File: config.mk
export PLATFORM = sky130hd
export DESIGN_NAME = isa_lite_exec
export DESIGN_NICKNAME = d
export VERILOG_FILES = /design/src/rtl/isa_lite_pkg.sv /design/src/rtl/ilx_fields.sv /design/src/rtl/ilx_decode.sv /design/src/rtl/ilx_alu.sv /design/src/rtl/isa_lite_exec.sv
export SDC_FILE = /design/constraint.sdc
export NUM_CORES = 1
export LEC_CHECK = 0
export ABC_CLOCK_PERIOD_IN_PS = 7600
export BUFFER_PORTS_ARGS = -buffer_cell sky130_fd_sc_hd__buf_2
export CAP_MARGIN = 20
export CORE_MARGIN = 2
export CORE_UTILIZATION = 40
export DETAILED_ROUTE_END_ITERATION = 10
export PLACE_DENSITY = 0.59
export REMOVE_ABC_BUFFERS = 1
export SETUP_SLACK_MARGIN = 0.05
export SYNTH_ARGS = -nofsm -noshare
export SYNTH_HDL_FRONTEND = slang
export SYNTH_SLANG_ARGS = --single-unit
export TNS_END_PERCENT = 100
File: constraint.sdc
create_clock -name vclk -period 7.6
set_input_delay 1.52 -clock vclk [all_inputs]
set_output_delay 1.52 -clock vclk [all_outputs]
set_load 0.02 [all_outputs]
File: src/rtl/isa_lite_pkg.sv
package isa_lite_pkg;
   localparam logic [6:0] OPC_REG   = 7'b0110011;
   localparam logic [6:0] OPC_IMM   = 7'b0010011;
   localparam logic [6:0] OPC_UPPER = 7'b0110111;

   localparam logic [2:0] F3_ADDSUB = 3'b000;
   localparam logic [2:0] F3_SLL    = 3'b001;
   localparam logic [2:0] F3_XOR    = 3'b100;
   localparam logic [2:0] F3_SHR    = 3'b101;
   localparam logic [2:0] F3_OR     = 3'b110;
   localparam logic [2:0] F3_AND    = 3'b111;

   localparam logic [6:0] F7_BASE = 7'b0000000;
   localparam logic [6:0] F7_ALT  = 7'b0100000;

   typedef enum logic [3:0] {
      FN_ADD, FN_SUB, FN_AND, FN_OR, FN_XOR,
      FN_SLL, FN_SRL, FN_SRA, FN_PASSB
   } alu_fn_e;

   typedef enum logic [1:0] {
      OPB_REG, OPB_SEXT, OPB_ZEXT, OPB_UPPER
   } opb_sel_e;
endpackage

File: src/rtl/ilx_fields.sv
module ilx_fields #(
   parameter int XLEN        = 32,
   parameter int RIDX_W      = 5,
   parameter int UPPER_SHIFT = 16
) (
   input  logic [31:0]       instr,
   output logic [RIDX_W-1:0] rs1_idx,
   output logic [RIDX_W-1:0] rs2_idx,
   output logic [RIDX_W-1:0] rd_idx,
   output logic [6:0]        opcode,
   output logic [2:0]        funct3,
   output logic [6:0]        funct7,
   output logic [XLEN-1:0]   imm_sext,
   output logic [XLEN-1:0]   imm_zext,
   output logic [XLEN-1:0]   imm_upper
);
   localparam int IMM_W = 12;
   localparam int UPW   = 20;

   assign opcode  = instr[6:0];
   assign rd_idx  = instr[11:7];
   assign funct3  = instr[14:12];
   assign rs1_idx = instr[19:15];
   assign rs2_idx = instr[24:20];
   assign funct7  = instr[31:25];

   assign imm_sext  = {{(XLEN-IMM_W){instr[31]}}, instr[31:20]};
   assign imm_zext  = {{(XLEN-IMM_W){1'b0}}, instr[31:20]};
   assign imm_upper = {{(XLEN-UPW){1'b0}}, instr[31:12]} << UPPER_SHIFT;
endmodule

File: src/rtl/ilx_decode.sv
module ilx_decode
   import isa_lite_pkg::*;
(
   input  logic [6:0] opcode,
   input  logic [2:0] funct3,
   input  logic [6:0] funct7,
   output alu_fn_e    fn,
   output opb_sel_e   opb,
   output logic       legal
);
   always_comb begin
      fn    = FN_ADD;
      opb   = OPB_REG;
      legal = 1'b0;
      case (opcode)
         OPC_REG: begin
            case (funct3)
               F3_ADDSUB: begin
                  if (funct7 == F7_BASE)     begin fn = FN_ADD; legal = 1'b1; end
                  else if (funct7 == F7_ALT) begin fn = FN_SUB; legal = 1'b1; end
               end
               F3_SHR: begin
                  if (funct7 == F7_BASE)     begin fn = FN_SRL; legal = 1'b1; end
                  else if (funct7 == F7_ALT) begin fn = FN_SRA; legal = 1'b1; end
               end
               F3_OR:  if (funct7 == F7_BASE) begin fn = FN_OR;  legal = 1'b1; end
               F3_XOR: if (funct7 == F7_BASE) begin fn = FN_XOR; legal = 1'b1; end
               F3_SLL: if (funct7 == F7_BASE) begin fn = FN_SLL; legal = 1'b1; end
               default: legal = 1'b0;
            endcase
         end
         OPC_IMM: begin
            case (funct3)
               F3_ADDSUB: begin fn = FN_ADD; opb = OPB_SEXT; legal = 1'b1; end
               F3_AND:    begin fn = FN_AND; opb = OPB_ZEXT; legal = 1'b1; end
               F3_OR:     begin fn = FN_OR;  opb = OPB_ZEXT; legal = 1'b1; end
               default:   legal = 1'b0;
            endcase
         end
         OPC_UPPER: begin fn = FN_PASSB; opb = OPB_UPPER; legal = 1'b1; end
         default: legal = 1'b0;
      endcase
   end

   always_comb begin
      if (legal && opcode == OPC_REG)
         AST_REG_F7_KNOWN: assert (funct7 == F7_BASE || funct7 == F7_ALT)
            else $error("register op accepted with unknown funct7");
   end
endmodule

File: src/rtl/ilx_alu.sv
module ilx_alu
   import isa_lite_pkg::*;
#(
   parameter int XLEN        = 32,
   parameter int SHIFT_STYLE = 1
) (
   input  logic [XLEN-1:0] a,
   input  logic [XLEN-1:0] b,
   input  alu_fn_e         fn,
   output logic [XLEN-1:0] y
);
   localparam int SHW = $clog2(XLEN);

   logic [SHW-1:0]  shamt;
   logic [XLEN-1:0] sll_y, srl_y, sra_y;

   assign shamt = b[SHW-1:0];

   generate
      if (SHIFT_STYLE == 0) begin : g_opshift
         assign sll_y = a << shamt;
         assign srl_y = a >> shamt;
         assign sra_y = $signed(a) >>> shamt;
      end else begin : g_staged
         logic [XLEN-1:0] ls [SHW+1];
         logic [XLEN-1:0] rs [SHW+1];
         logic [XLEN-1:0] as [SHW+1];
         assign ls[0] = a;
         assign rs[0] = a;
         assign as[0] = a;
         for (genvar s = 0; s < SHW; s++) begin : g_stage
            localparam int D = 1 << s;
            assign ls[s+1] = shamt[s] ? {ls[s][XLEN-1-D:0], {D{1'b0}}} : ls[s];
            assign rs[s+1] = shamt[s] ? {{D{1'b0}}, rs[s][XLEN-1:D]} : rs[s];
            assign as[s+1] = shamt[s] ? {{D{a[XLEN-1]}}, as[s][XLEN-1:D]} : as[s];
         end
         assign sll_y = ls[SHW];
         assign srl_y = rs[SHW];
         assign sra_y = as[SHW];
      end
   endgenerate

   always_comb begin
      case (fn)
         FN_ADD:   y = a + b;
         FN_SUB:   y = a - b;
         FN_AND:   y = a & b;
         FN_OR:    y = a | b;
         FN_XOR:   y = a ^ b;
         FN_SLL:   y = sll_y;
         FN_SRL:   y = srl_y;
         FN_SRA:   y = sra_y;
         FN_PASSB: y = b;
         default:  y = '0;
      endcase
   end

   always_comb begin
      if (!a[XLEN-1])
         AST_SHR_FILL_AGREE: assert (sra_y == srl_y)
            else $error("right shifts disagree on non-negative operand");
      if (fn == FN_ADD)
         AST_ADD_INVERTS: assert ((y - b) == a)
            else $error("sum minus addend does not restore operand");
   end
endmodule

File: src/rtl/isa_lite_exec.sv
module isa_lite_exec
   import isa_lite_pkg::*;
#(
   parameter int XLEN        = 32,
   parameter int RIDX_W      = 5,
   parameter int UPPER_SHIFT = 16,
   parameter int SHIFT_STYLE = 1
) (
   input  logic [31:0]       instr,
   input  logic [XLEN-1:0]   rs1_val,
   input  logic [XLEN-1:0]   rs2_val,
   output logic [RIDX_W-1:0] rs1_idx,
   output logic [RIDX_W-1:0] rs2_idx,
   output logic [RIDX_W-1:0] rd_idx,
   output logic              rd_we,
   output logic [XLEN-1:0]   rd_data,
   output logic              illegal
);
   generate
      if (XLEN < 32 || (XLEN & (XLEN - 1)) != 0) begin : g_bad_xlen
         $error("XLEN must be a power of two of at least 32");
      end
      if (RIDX_W != 5) begin : g_bad_ridx
         $error("register index fields are five bits wide");
      end
      if (UPPER_SHIFT < 0 || UPPER_SHIFT >= XLEN) begin : g_bad_upper
         $error("UPPER_SHIFT must lie inside the datapath");
      end
      if (SHIFT_STYLE != 0 && SHIFT_STYLE != 1) begin : g_bad_shift
         $error("SHIFT_STYLE selects 0 (operator) or 1 (staged)");
      end
   endgenerate

   logic [6:0]      opcode, funct7;
   logic [2:0]      funct3;
   logic [XLEN-1:0] imm_sext, imm_zext, imm_upper;
   logic [XLEN-1:0] opb_val, alu_y;
   alu_fn_e         fn;
   opb_sel_e        opb;
   logic            legal;

   ilx_fields #(.XLEN(XLEN), .RIDX_W(RIDX_W), .UPPER_SHIFT(UPPER_SHIFT)) u_fields (
      .instr    (instr),
      .rs1_idx  (rs1_idx),
      .rs2_idx  (rs2_idx),
      .rd_idx   (rd_idx),
      .opcode   (opcode),
      .funct3   (funct3),
      .funct7   (funct7),
      .imm_sext (imm_sext),
      .imm_zext (imm_zext),
      .imm_upper(imm_upper)
   );

   ilx_decode u_decode (
      .opcode(opcode),
      .funct3(funct3),
      .funct7(funct7),
      .fn    (fn),
      .opb   (opb),
      .legal (legal)
   );

   always_comb begin
      case (opb)
         OPB_SEXT:  opb_val = imm_sext;
         OPB_ZEXT:  opb_val = imm_zext;
         OPB_UPPER: opb_val = imm_upper;
         default:   opb_val = rs2_val;
      endcase
   end

   ilx_alu #(.XLEN(XLEN), .SHIFT_STYLE(SHIFT_STYLE)) u_alu (
      .a (rs1_val),
      .b (opb_val),
      .fn(fn),
      .y (alu_y)
   );

   assign illegal = ~legal;
   assign rd_we   = legal && (rd_idx != '0);
   assign rd_data = legal ? alu_y : '0;

   always_comb begin
      if (illegal)
         AST_ILLEGAL_NO_WRITE: assert (!rd_we && rd_data == '0)
            else $error("illegal instruction leaked a write");
      if (rd_idx == '0)
         AST_X0_NO_WRITE: assert (!rd_we)
            else $error("write strobe raised for register zero");
   end
endmodule

# == Word-level counts from Yosys, hierarchy flattened ==
# Index checks and enable logic that the tools add are counted.
# word_totals
ff_bits,0
input_bits,96
out_inout_bits,49
wordCells,71
# op_classes
addsub,2
n_eq_ne,20
muxes,36
bitwise,4
reduce_logical,9
# ops
op,count
two-way mux 32 bit,11
one-hot mux 32 bit (9 select lines),1
two-way mux 31 bit,5
one-hot mux 32 bit (3 select lines),1
adder 32 bit,1
AND 32 bit,1
OR 32 bit,1
subtractor 32 bit,1
XOR 32 bit,1
equality test 7 x 6 -> 1 bit (second input constant),3
one-hot mux 4 bit (5 select lines),1
equality test 4 x 3 -> 1 bit (second input constant),4
equality test 3 bit (second input constant),4
one-hot mux 2 bit (2 select lines),3
one-hot mux 4 bit (3 select lines),1
two-way mux 3 bit,3
equality test 4 x 2 -> 1 bit (second input constant),2
two-way mux 4 bit,2
equality test 7 x 5 -> 1 bit (second input constant),1
logical NOT 7 bit,1
OR reduction 3 bit,2
two-way mux 1 bit,5
nonzero test 5 bit,1
equality test 2 bit (second input constant),2
other kinds (12),13

# == Logic depth before layout (Yosys ltp) ==
# Gate-level depths: netlist of the first run.
# depth
word_depth,13
mapped_depth,25
ltp_nobuf,23

# == Hierarchy ==
# A second synthesis of the first run with hierarchy kept.
# unflattened
hier_cells,1385
area_unflattened_um2,10496.3
# modules_own_cells
module,n_inst,cells_each,area_each_um2,seq_area_each_um2
ilx_alu,1,1139,8235.4,0.0
isa_lite_exec,1,78,1043.5,0.0
ilx_fields,1,129,964.7,0.0
ilx_decode,1,39,252.7,0.0

# == Worst setup path before layout of the first run ==
# No wires, ideal clock.
# synth_timing
path_type,input-to-output
start,in instr[6]
end,out rd_data[30]
t_arrival_ns,6.308
t_required_ns,6.080
path_slack_ns,-0.228
path_stages,25
path_buffers,4
path_cell_list,nand3b_4 -> or2_1 -> clkbuf_1 -> o21a_1 -> nor2_4 -> inv_2 -> buf_4 -> buf_2 -> buf_2 -> nor3_1 -> o311ai_0 -> nand2_1 -> xnor2_1 -> ha_1 -> o211a_1 -> a211o_1 -> a31oi_1 -> o21ai_1 -> o21a_1 -> a211oi_2 -> o21ai_1 -> a31o_2 -> a21oi_1 -> mux2i_1 -> a31oi_1
# synth_between
elab_chain_cells,11
elab_cells_between_ends,41
classes_between,add/sub: 2; eq/ne: 14; mux: 21; bitwise: 3; reduce/logical: 1
# synth_rtl
element,line,source
start: declaration,isa_lite_exec.sv:9,"input logic [31:0] instr,"
branches (longest 10 deep; another with subtractor 32 bit),--,
two-way mux 32 bit (*),isa_lite_exec.sv:82,assign rd_data = legal ? alu_y : '0;
end: declaration,isa_lite_exec.sv:16,"output logic [XLEN-1:0] rd_data,"
# Mark *: on every way between the ends.

# == Worst setup path after layout of the first run ==
# layout_timing
start,in instr[14]
end,out rd_data[31]
# layout_between
elab_chain_cells,13
elab_cells_between_ends,48
classes_between,add/sub: 2; eq/ne: 16; mux: 21; bitwise: 3; reduce/logical: 6
# layout_rtl
element,line
branches (longest 12 deep; another with subtractor 32 bit),--
two-way mux 32 bit (*),isa_lite_exec.sv:82
# Marked as above.

==> results of run 1 <==
[layout by cell type, fill, tap and decap left out, types with 8 or more instances in the layout]
cell,count
nand2_1,157
nand3_1,29
a21o_1,8
a221oi_1,25
o21ai_0,75
o22ai_1,15
mux2_2,11
nor3_1,32
a21oi_2,12
buf_4,230
buf_6,16
buf_2,132
a211oi_1,32
a31oi_1,19
nand2b_1,8
ha_1,96
a21oi_1,121
nor2b_1,8
a22oi_1,10
o221ai_1,10
nor2_1,108
o21ai_1,20
xor2_1,10
o211ai_1,35
inv_1,68
o21a_1,10
xnor2_1,45
mux2i_1,122
[worst max-delay path: stages]
cell      delay [ns]
buf_8           0.10
or3_4           0.40
a21oi_4         0.21
a21oi_4         0.10
buf_12          0.13
a22o_4          0.23
nor4_4          0.32
nand2b_4        0.12
nor2_4          0.13
nand2_4         0.07
buf_6           0.13
or4_4           0.48
o31ai_4         0.21
xnor2_1         0.11
ha_1            0.34
nand2_2         0.08
or3_4           0.40
o211ai_1        0.28
a211oi_2        0.14
o21bai_1        0.20
a21oi_2         0.09
xnor2_1         0.12
o211ai_1        0.27
buf_4           0.20
[worst min-delay path by stage]
stage | from | to | slack, ns
after floorplan | instr[7] | rd_idx[0] | 3.04
after global placement | instr[8] | rd_idx[1] | 3.27
after detailed placement | instr[11] | rd_idx[4] | 3.28
after CTS | instr[11] | rd_idx[4] | 3.28
after global routing | instr[19] | rs1_idx[4] | 3.28
final | instr[19] | rs1_idx[4] | 3.27
[power breakdown]
group	internal, uW	switching [uW]
combinational	334	487
clock	0	0
sequential	0	0
total	334	487
[what timing repair did]
| action | in CTS | in global routing |
|---|---|---|
| buffers inserted | 16 | 16 |
| setup endpoints to repair | 15 | 15 |
| pin swaps | 38 | 39 |
| resized for setup | 69 | 29 |
| hold buffers | 0 | 0 |
| endpoints found under the hold margin | 0 | 0 |
[per-stage QoR]
stage                     power (uW)  hold slack (ns)  instance area (sq um)
final                            821             3.27                  11800
after global routing             868             3.28                  11800
after CTS                        774             3.28                  11600
after detailed placement         740             3.28                  11200
after global placement           738             3.27                  11200
after floorplan                  404             3.04                   8510
[layout make-up]
cell class | instances | share of cell area, %
Multi-Input combinational cell | 1182 | 72.5
Timing Repair Buffer | 381 | 22.2
Tap cell | 285 | 3.01
Inverter | 74 | 2.37
[metal layers]
layer  part of all wire (%)  vias up
met2                     44      785
met5                      0        -
met3                    9.9      176
met1                     41     5811
met4                    5.1        0
li1                       -     5601
[logic make-up after synthesis]
kind of cell / share of synthesized area, %
buffers and inverters: 9.05
XOR/XNOR: 5.81
adder cells (fa/ha/maj): 13.5
multiplexers: 14.9
AO/OA/AOI/OAI: 35.5
AND/OR/NAND/NOR: 21.2
[Yosys cell counts, types with 5 or more instances]
cell type,number
nand2b_1,8
o31ai_1,7
and2_1,5
nand3_1,29
a31oi_1,24
buf_2,26
a21oi_1,134
nor2b_1,8
buf_4,24
o21ai_0,80
a211o_1,7
o21ai_1,21
xor2_1,12
o22ai_1,17
o211ai_1,35
xnor2_1,48
o2111ai_1,5
mux2_2,11
nor3_1,34
inv_1,68
clkbuf_1,48
o221ai_1,10
a221oi_1,27
a21o_1,8
ha_1,96
a211oi_1,33
mux2i_1,122
a22oi_1,10
o21bai_1,5
a221o_1,5
nand2_1,160
o21a_1,11
and3_1,5
nor2_1,111
==> impl_metrics.py, run 1 <==
metrics = {
    "timing": {
        "worst_slack_ns": -0.320,
        "period_share_pct": 104,
        "slew_violations": 0,
        "rsz0062_at_grt": "yes",
        "tightest_slew_ns": 0.878,
        "max_freq_mhz": 126,
        "slew_headroom_pct": 41.2,
        "fin_crit_ns": 7.92,
        "setup_viol": 10,
        "setup-tns-final_ns": -1.44,
        "hold_viol": 0,
    },
    "synth": {
        "ys_seq_area_share_pct": 0,
        "synth_top_area_share_pct": 13.5,
        "yosysTopAreaCell": "mux2i_1",
        "synthDistinctLibCells": 92,
        "netlist_area_sq_um": 9050,
        "ys.warnings.count": 0,
        "syn_inst": 1361,
        "ys_top_cells_by_area": "mux2i_1, ha_1, a21oi_1",
        "syn_area_per_cell_sq_um": 6.65,
    },
    "critical_path": {
        "worst_ep_required_time_ns": 6.08,
        "end_kind": "output pin",
        "critPathLaunchType": "primary input",
        "crit_start": "instr[14]",
        "crit_arrival_ns": 6.40,
        "critical_path.max_fanout": 5,
        "crit_end": "rd_data[31]",
        "path_class": "in2out",
    },
    "global_route": {
        "use_met1_pct": 49.7,
        "grt_pass1_wl_microns": 69700,
        "track_usage_pct": 37.5,
        "antenna_found_initial": 0,
        "grt_remaining_overflow": 0,
        "grt_max_degree": 61,
        "grt_pass1_vias": 11600,
        "gr-usage-met2_pct": 61.6,
        "grt.busiest_layer": "met2",
        "use_met3_pct": 5.74,
    },
    "cells_and_area": {
        "final-instance-count-excl-fill": 1922,
        "syn_to_final_growth_pct": 30.7,
        "antenna_cells": 0,
        "num-fill-cells": 2327,
        "clock_buffers": 0,
        "drive_gt1_share_pct": 29.9,
        "multi_input_area_sq_um": 8570,
        "seq_area_sq_um": 0,
        "numSequentialCells": 0,
        "fin_nets": 1832,
        "utilization_pct": 52.7,
    },
    "route": {
        "drt_pass1_iterations": 5,
        "drc_errors": 0,
        "ant_nets": 0,
        "vias": 12400,
        "first_iter_violations": 1415,
        "drt_wl_total_microns": 47500,
        "viasPerCell": 6.44,
        "routedWlPerCell_microns": 24.7,
    },
    "placement": {
        "dpl.cell_count": 1893,
        "routabilityCongestion": 1.05,
        "dp_slack_ns": -0.576,
        "port_buffers": 145,
        "dpl.hpwl_microns": 37300,
    },
    "die": {
        "core_sq_um": 22400,
        "rows": 55,
        "initial_core_util_pct": 40.3,
        "die_width_microns": 154,
        "die_y_microns": 154,
        "ios": 145,
        "die_area_sq_um": 23800,
    },
    "pwr": {
        "ir_drop_uv": 33.6,
        "p_leak_uw": 0.00554,
        "powerDensity_nw_per_um2": 69.3,
    },
    "min_path": {
        "holdPathStages": 2,
        "min-delay-path-class": "in2out",
    },
    "status": {
        "violations": "setup timing",
        "status": "finished, violations left",
    },
    "job": {
        "max_cap_viol_count": 0,
    },
}
No activity file was read; power rests on OpenSTA's default activity.
==> run 2, diff against run 1 <==
ABC_CLOCK_PERIOD_IN_PS = 9600   (was 7600)
CELL_PAD_IN_SITES_DETAIL_PLACEMENT = 1   (was not set)
CELL_PAD_IN_SITES_GLOBAL_PLACEMENT = 1   (was not set)
CORE_ASPECT_RATIO = 0.8   (was not set)
PLACE_DENSITY = 0.77   (was 0.59)
clock period = 9.6 ns   (was 7.6 ns; I/O delays follow)
==> impl_metrics.py, run 2 (synthesis results as in run 1) <==
metrics = {
    "route": {
        "drt_wl_total_microns": 48600,
        "ant_nets": 0,
        "viasPerCell": 6.82,
        "drc_errors": 0,
        "drt_pass1_iterations": 5,
        "vias": 11900,
        "first_iter_violations": 1365,
        "routedWlPerCell_microns": 27.8,
    },
    "timing": {
        "rsz0062_at_grt": "no",
        "period_share_pct": 97.2,
        "slew_violations": 0,
        "hold_viol": 0,
        "hold_ws_ns": 4.08,
        "tightest_slew_ns": 1.09,
        "max_freq_mhz": 107,
        "setup_viol": 0,
        "slew_headroom_pct": 27.0,
        "fin_crit_ns": 9.33,
    },
    "global_route": {
        "grt_pass1_vias": 11400,
        "track_usage_pct": 39.1,
        "grt_pass1_wl_microns": 71500,
        "grt_max_degree": 67,
        "antenna_found_initial": 2,
        "grt_remaining_overflow": 0,
    },
    "die": {
        "ios": 145,
        "die_width_microns": 172,
        "rows": 49,
        "initial_core_util_pct": 40.6,
        "die_y_microns": 139,
        "die_area_sq_um": 23900,
        "core_sq_um": 22300,
    },
    "cells_and_area": {
        "numSequentialCells": 0,
        "final_cell_mix": "nand2_1, buf_2, a21oi_1",
        "fin_nets": 1640,
        "drive_gt1_share_pct": 17.5,
        "syn_to_final_growth_pct": 10.5,
        "seq_area_sq_um": 0,
        "layout_commonest_cell": "nand2_1",
        "clock_buffers": 0,
        "num-fill-cells": 3074,
    },
    "placement": {
        "port_buffers": 145,
        "routabilityCongestion": 1.05,
        "dpl.hpwl_microns": 38000,
    },
    "critical_path": {
        "crit_chain": "buf_2 -> or3_4 -> a21oi_4 -> a21oi_4 -> a22o_2 -> inv_4 -> nand2_1 -> nor3_1 -> o311ai_0 -> nand2_1 -> xnor2_1 -> ha_1 -> o211a_1 -> a211o_1 -> a31oi_2 -> o21ai_1 -> o21a_1 -> a211oi_2 -> o21ai_1 -> a31o_2 -> a21oi_1 -> mux2i_1 -> a31oi_1 -> buf_2",
        "path_class": "in2out",
        "max_stage_delay_ns": 0.46,
        "critical_path.max_fanout": 15,
        "crit_arrival_ns": 7.41,
        "worst_ep_required_time_ns": 7.68,
        "cp_slowest_cell": "or3_4",
        "end_kind": "output pin",
        "critPathLaunchType": "primary input",
    },
    "job": {
        "max_cap_viol_count": 0,
    },
    "status": {
        "status": "complete, no violations",
    },
    "min_path": {
        "holdPathStages": 2,
        "holdPathEnd": "rs1_idx[4]",
        "hold_path_startpoint": "instr[19]",
        "min-delay-path-class": "in2out",
    },
}
## run 2: cell types whose count changed in the layout (fill, tap and decap cells not counted), sizes merged
cell   before  now
buf       381  189
diode       0    1
## run 2: per-stage QoR
step / instances / worst slack, ns / util [%] / setup TNS (ns) / instance area (sq um)
6_report: 1752 / 0.270 / 44.8 / 0 / 10000
5_1_grt: 1751 / 0.0727 / 44.8 / 0 / 9990
4_1_cts: 1748 / 0.151 / 44.5 / 0 / 9940
3_3_place_gp: 1748 / 0.310 / 44.5 / 0 / 9940
2_1_floorplan: 1256 / -0.660 / - / -3.68 / 8510
3_5_place_dp: 1748 / 0.163 / 44.5 / 0 / 9940
## run 2: timing repair
item | 4_1_cts | 5_1_grt
resized for setup | 0 | 6
endpoints found under the setup margin | 0 | 5
buffers inserted | 0 | 3
hold buffers | 0 | 0
hold endpoints to repair | 0 | 0
## run 2: cell type report
type	count	area [sq um]	share of cell area, %
multi-input cells	1182	8280	82.8
well taps	306	383	3.83
diodes	1	2.50	0.0250
inverters	74	280	2.80
repair buffers	189	1060	10.6
## run 2: worst max-delay path: cells and delay by family
family	cells	cell delay, ns
AOI/OAI and AO/OA	14	3.41
and+or+nand+nor	4	0.88
buffers and inverters	3	0.52
adders and majority gates	1	0.30
muxes	1	0.23
xor gates and xnor gates	1	0.13
## run 2: layer usage
metal | track usage (%) | wire length [microns] | vias to the layer above
met5 | 0 | 13 | -
met2 | 57.3 | 20000 | 765
li1 | - | - | 5220
met3 | 7.85 | 5650 | 131
met4 | 14.1 | 2020 | 2
met1 | 56.4 | 20900 | 5830
## run 2: worst max-delay path by stage
stage,start,to,cells past startpoint
floorplan,instr[3],rd_data[30],18
global placement,instr[25],rd_data[30],21
detailed placement,instr[2],rd_data[30],21
CTS,instr[2],rd_data[30],21
global route,instr[14],rd_data[30],24
finish,instr[14],rd_data[30],24
